## config.mk

```make
export PLATFORM = sky130hd
export DESIGN_NAME = gang_port_ctrl
export DESIGN_NICKNAME = d
export VERILOG_FILES = /design/src/rtl/gang_pkg.sv /design/src/rtl/gang_cfg_reg.sv /design/src/rtl/gang_pin_mux.sv /design/src/rtl/gang_port_ctrl.sv
export SDC_FILE = /design/constraint.sdc
export NUM_CORES = 1
export LEC_CHECK = 0
export BUFFER_PORTS_ARGS = -buffer_cell sky130_fd_sc_hd__buf_2
export CORE_MARGIN = 2
export CORE_UTILIZATION = 39
export DETAILED_ROUTE_END_ITERATION = 10
export GPL_ROUTABILITY_DRIVEN = 1
export PLACE_DENSITY_LB_ADDON = 0.12
export SETUP_SLACK_MARGIN = 0.2
export SLEW_MARGIN = 10
export SYNTH_ARGS = -nofsm -noshare
export SYNTH_HDL_FRONTEND = slang
export SYNTH_SLANG_ARGS = --single-unit
```

## constraint.sdc

```tcl
create_clock -name clk -period 3.39 [get_ports clk]
set_clock_uncertainty 0.15 [all_clocks]
set_input_delay 0.339 -clock clk [delete_from_list [all_inputs] [get_ports clk]]
set_output_delay 0.339 -clock clk [all_outputs]
set_load 0.005 [all_outputs]
```

## src/rtl/gang_pkg.sv

```systemverilog
package gang_pkg;
  localparam int unsigned NPIN   = 8;
  localparam int unsigned MASTER = 0;

  typedef enum logic [1:0] {
    SRC_GPIO   = 2'd0,
    SRC_PERIPH = 2'd1,
    SRC_GANG   = 2'd2,
    SRC_ANALOG = 2'd3
  } pin_src_e;
endpackage

```

## src/rtl/gang_cfg_reg.sv

```systemverilog
module gang_cfg_reg #(
  parameter int unsigned W = 8
) (
  input  logic         clk,
  input  logic         rst_n,
  input  logic         wr_en,
  input  logic [W-1:0] wr_data,
  output logic [W-1:0] cfg_q,
  output logic         locked
);
  // One-shot register: the first strobe after reset loads the value and closes the latch.
  always_ff @(posedge clk or negedge rst_n) begin
    if (!rst_n) begin
      cfg_q  <= '0;
      locked <= 1'b0;
    end else if (wr_en && !locked) begin
      cfg_q  <= wr_data;
      locked <= 1'b1;
    end
  end
endmodule

```

## src/rtl/gang_pin_mux.sv

```systemverilog
module gang_pin_mux
  import gang_pkg::*;
(
  input  logic analog,
  input  logic ganged,
  input  logic p_en,
  input  logic p_oe,
  input  logic p_dat,
  input  logic g_dir,
  input  logic g_dat,
  input  logic g_drv,
  input  logic g_slew,
  input  logic m_dat,
  input  logic m_drv,
  input  logic m_slew,
  output logic oe,
  output logic dout,
  output logic drv,
  output logic slew
);
  pin_src_e src;

  // Fixed ownership order: analog, then gang, then peripheral, then GPIO.
  always_comb begin
    if (analog)      src = SRC_ANALOG;
    else if (ganged) src = SRC_GANG;
    else if (p_en)   src = SRC_PERIPH;
    else             src = SRC_GPIO;
  end

  always_comb begin
    unique case (src)
      SRC_ANALOG: {oe, dout, drv, slew} = 4'b0000;
      SRC_GANG:   {oe, dout, drv, slew} = {1'b1, m_dat, m_drv, m_slew};
      SRC_PERIPH: {oe, dout, drv, slew} = {p_oe, p_dat, g_drv, g_slew};
      default:    {oe, dout, drv, slew} = {g_dir, g_dat, g_drv, g_slew};
    endcase
  end
endmodule

```

## src/rtl/gang_port_ctrl.sv

```systemverilog
module gang_port_ctrl
  import gang_pkg::*;
(
  input  logic            clk,
  input  logic            rst_n,
  input  logic            cfg_wr_en,
  input  logic [NPIN-1:0] cfg_wr_data,
  output logic [NPIN-1:0] cfg_rd_data,
  input  logic [NPIN-1:0] gpio_dir,
  input  logic [NPIN-1:0] gpio_dat,
  input  logic [NPIN-1:0] gpio_drv,
  input  logic [NPIN-1:0] gpio_slew,
  input  logic [NPIN-1:0] per_en,
  input  logic [NPIN-1:0] per_oe,
  input  logic [NPIN-1:0] per_dat,
  input  logic [NPIN-1:0] ana_en,
  output logic [NPIN-1:0] pad_oe,
  output logic [NPIN-1:0] pad_do,
  output logic [NPIN-1:0] pad_drv,
  output logic [NPIN-1:0] pad_slew
);
  logic [NPIN-1:0] cfg_q;
  logic            cfg_locked;
  logic [NPIN-1:0] gang_mask;

  gang_cfg_reg #(.W(NPIN)) u_cfg (
    .clk     (clk),
    .rst_n   (rst_n),
    .wr_en   (cfg_wr_en),
    .wr_data (cfg_wr_data),
    .cfg_q   (cfg_q),
    .locked  (cfg_locked)
  );

  assign cfg_rd_data = cfg_q;

  // Bit 0 enables the gang and also makes the master pin a member; bits 7:1 pick the others.
  always_comb begin
    for (int i = 0; i < NPIN; i++) begin
      if (i == MASTER) gang_mask[i] = cfg_q[0];
      else             gang_mask[i] = cfg_q[0] & cfg_q[i];
    end
  end

  for (genvar p = 0; p < NPIN; p++) begin : g_pin
    gang_pin_mux u_mux (
      .analog (ana_en[p]),
      .ganged (gang_mask[p]),
      .p_en   (per_en[p]),
      .p_oe   (per_oe[p]),
      .p_dat  (per_dat[p]),
      .g_dir  (gpio_dir[p]),
      .g_dat  (gpio_dat[p]),
      .g_drv  (gpio_drv[p]),
      .g_slew (gpio_slew[p]),
      .m_dat  (gpio_dat[MASTER]),
      .m_drv  (gpio_drv[MASTER]),
      .m_slew (gpio_slew[MASTER]),
      .oe     (pad_oe[p]),
      .dout   (pad_do[p]),
      .drv    (pad_drv[p]),
      .slew   (pad_slew[p])
    );
  end
endmodule

```

# Yosys cells after proc, flatten, opt, wreduce, memory -nomap -nowiden
# Cells that the tools add are included.
# Widths: inputs -> output; s select.
dict set report totals {
  word_cells 91
  output_inout_bits 40
  input_bits 75
  ff_bits 9
}
dict set report op_classes {
  n_mux 56
  n_eq_ne 24
  n_bitwise 7
  reduce_logical 2
}
# op count
set ops {}
lappend ops {{$pmux 1 s3} 15}
lappend ops {{$eq 2x2->1 const B} 16}
lappend ops {{$mux 2} 16}
lappend ops {{$pmux 1 s2} 15}
lappend ops {{$eq 2x1->1 const B} 8}
lappend ops {{$mux 1} 10}
lappend ops {{$and 1x1->1} 7}
lappend ops {{$logic_and 1x1->1} 1}
lappend ops {{$logic_not 1->1} 1}

# Depth between registers and ports, before layout
dict set report logic_depth {
  depth_word 5
  depth_mapped 5
  ltp_nobuf 3
}

# Modules after synthesis
# A second synthesis with hierarchy kept.
dict set report unflattened {
  cells_unflattened 107
  hier_area_um2 1021.0
}
# mod cells_per_inst n_inst area_per_inst_um2 seq_area_each_um2
set by_module_without_submodules {}
lappend by_module_without_submodules {gang_pin_mux 10 8 75.1 0.0}
lappend by_module_without_submodules {gang_cfg_reg 20 1 376.6 225.2}
lappend by_module_without_submodules {gang_port_ctrl 7 1 43.8 0.0}

# Worst setup path before layout
# Ideal clock, no wire load.
dict set report synth_path {
  path_type {register -> output}
  startpoint {register u_cfg.cfg_q[0]}
  endpoint {output pad_do[2]}
  n_path_buf 2
  stages_incl_launch_ff 6
  t_arrival_ns 1.023
  required_time_ns 2.901
  slack_ns 1.878
  cell_sequence {dfrtp_1 buf_6 nand2_2 nor2_1 a211oi_1 buf_4}
}
dict set report synth_via {
  elab_chain_len 5
  elab_cells_between_ends 7
  cone_classes {eq/ne (3); mux (3); bitwise (1)}
}
# item line_no
set synth_lines {}
lappend synth_lines {{from (decl)} gang_cfg_reg.sv:8} ;# output logic [W-1:0] cfg_q,
lappend synth_lines {{from (signal assigned)} gang_cfg_reg.sv:17} ;# cfg_q <= wr_data;
lappend synth_lines {{$and 1x1->1 (*)} gang_port_ctrl.sv:41} ;# else gang_mask[i] = cfg_q[0] & cfg_q[i];
lappend synth_lines {{$mux 2 (*)} gang_pin_mux.sv:26} ;# else if (ganged) src = SRC_GANG;
lappend synth_lines {{$mux 2 (*)} gang_pin_mux.sv:25} ;# if (analog) src = SRC_ANALOG;
lappend synth_lines {{$eq 2x1->1 or $eq 2x2->1 (tied branches)} gang_pin_mux.sv:32} ;# unique case (src)
lappend synth_lines {{$pmux 1 s3 (*)} gang_pin_mux.sv:32}
lappend synth_lines {{to (decl)} gang_port_ctrl.sv:18} ;# output logic [NPIN-1:0] pad_do,
# Every way passes the cells marked *; elsewhere a longest branch is shown, timed or not.

# Worst setup path in the final report
dict set report layout_path {
  startpoint {register u_cfg.cfg_q[0]}
  endpoint {output pad_do[1]}
}
# The elaborated chain is that of the path after synthesis.

==> results.toml <==
[outcome]
status = "finished with violations"
violations = "design-rule violations"

[timing]
hold_viol = 0
max-slew-margin-rel = 0.481
setup_ws_ps = 1080
min_period_over_period = 0.680
rsz0062_at_grt = "no"
fmax_mhz = 434
min_period_ps = 2310
timing.setup.tns_ps = 0
slew_violations = 0
tightest_slew_ps = 779
setup_viol = 0

[cells_and_area]
n_antenna_cell = 0
finalNetCount = 306
areaGrowthSynthToFinish_pct = 29.5
drive_gt1_frac = 0.565
finish.utilization = 0.538
regArea_um2 = 225
fin_cells = 261
multi_input_area_um2 = 638
fill_cells = 294

[synth]
yosys-top-cells-area = "buf_4 (22%), dfrtp_1 (19%), mux2i_1 (13%)"
ys_warn_count = 0
synth_edf_count = 0
ys.flop_type = "dfrtp_1"
synth_area_per_cell_um2 = 7.77
synth_top_area_cell = "buf_4"
synth_common_cells = "buf_4 (34), a21oi_1 (20), nand2_1 (18)"
synthArstFlopShare = 1.00
ys_ff_latch = 9
synth.most_common_cell = "buf_4"
synth_cell_types = 17
seq_area_frac_synth = 0.193
synth_top_area_share = 0.219
syn_inst = 150
syn_area_um2 = 1160
syn_nets = 225

[global_routing]
grt_antenna_before_repair = 0
track_usage = 0.170
first_global_vias = 1115
grt_pass1_wl_um = 4570
grt_overflow = 0
grt_max_degree = 26

[clock_network]
cts_hold_buf = 1
ctsResizeCount = 0
post_cts_buffers = 0
h-tree-depth = 1
clockRootBuffer = "clkbuf_4"
cts_tree = "yes"
clkSinkCount = 9
clockBufferDepth = 2
clkLatencyLatePin_ps = 260
cts_buffers = 3
cts.reportedPaths.clkPinSlew_ps = 60

[worst_setup_path]
end_kind = "output pin"
crit_chain = "nand2_1, a211oi_1, buf_2"
worst_setup_path_start_kind = "flip-flop"
crit_arrival_ps = 1820
max_stage_delay_ps = 850
crit_fanout = 25
path_class = "flip-flop to output pin"
slowest_stage = "dfrtp_1"
reg2reg_depth = 2
required_ps = 2900

[routing]
first_pass_iters = 7
drt-total-wl_um = 3170
viasPerCell = 4.84
drc = 8
vias = 1262
drt_iter0_drc = 26
ant_nets = 0
wire_per_inst_um = 12.2

[worst_hold_path]
whs_path_depth = 2
hold_class = "input port to flip-flop"

[die]
initial_core_util = 0.415
coreArea_um2 = 2810
die_w_um = 58.7
die_h_um = 58.7
rows = 19
io_pins = 115
fp.dieArea_um2 = 3440

[place]
place_ws_ps = 1370
dp.cells = 256
dpl.hpwl_um = 2590
gp_congestion = 0.752
portBuffers = 114

[power]
peakVddDrop_uv = 252
p_leak_nw = 0.871
power.density_nw_per_um2 = 259

[flow_run]
cap_viol_max_count = 0
## layout by cell type (no fill, tap or decap), types with 3 or more instances in the layout
master,n
a211oi_1,8
a21oi_1,20
buf_2,114
clkbuf_4,3
dfrtp_1,9
mux2_2,8
mux2i_1,15
nand2_1,18
nand2_2,3
nand3_1,14
nor2_1,9
nor2b_1,4
## flip-flops by register name, summed over array words and instances, names as in the netlist
name          cells
u_cfg.locked      1
u_cfg.cfg_q       8
## cell type report
cell class | count | share of cell area
Timing Repair Buffer | 115 | 0.385
Clock buffer | 4 | 0.0174
Sequential cell | 9 | 0.149
Multi-Input combinational cell | 102 | 0.423
Tap cell | 31 | 0.0257
## power by group
group / switching [mW] / internal (mW) / leakage (nW)
Clock: 0.0367 / 0.0453 / 0.0150
Combinational: 0.0740 / 0.0941 / 0.749
Sequential: 0.0219 / 0.118 / 0.108
Total: 0.133 / 0.258 / 0.871
## through the flow
| step | hold slack [ps] | total power [mW] | instance area, µm² |
|---|---|---|---|
| 2_1_floorplan | -107 | 0.263 | 1160 |
| 3_3_place_gp | 48.5 | 0.306 | 1470 |
| 3_5_place_dp | 46.2 | 0.312 | 1470 |
| 4_1_cts | 112 | 0.398 | 1510 |
| 5_1_grt | 111 | 0.424 | 1510 |
| 6_report | 121 | 0.390 | 1510 |
## final timing paths
| kind | from | end | slack, ps |
|---|---|---|---|
| min in group asynchronous | rst_n | u_cfg.locked | 310 |
| worst min register to register | u_cfg.locked | u_cfg.locked | 330 |
| worst min-delay path | cfg_wr_en | u_cfg.locked | 120 |
| max in group asynchronous | rst_n | u_cfg.cfg_q[4] | 2600 |
| worst max register to register | u_cfg.locked | u_cfg.cfg_q[6] | 1730 |
| worst max-delay path | u_cfg.cfg_q[0] | pad_do[1] | 1080 |
## worst max-delay path: cells and delay by family (launching register included)
family	cells	cell delay, ps
AOI/OAI and AO/OA	1	290
buffers and inverters	1	160
DFF	1	850
and+or+nand+nor	1	250
## per-layer routing
layer	up-vias	wire (µm)	track usage
li1	647	-	-
met1	559	1180	0.177
met2	52	1690	0.334
met3	4	273	0.0527
met4	0	27	0.0292
met5	-	0	0
## cell families after synthesis
family | share of synthesized area
multiplexers | 0.206
flip-flops | 0.193
AO/OA/AOI/OAI | 0.145
AND/OR/NAND/NOR | 0.197
buffers and inverters | 0.259
No activity file was read; power rests on OpenSTA's default activity.
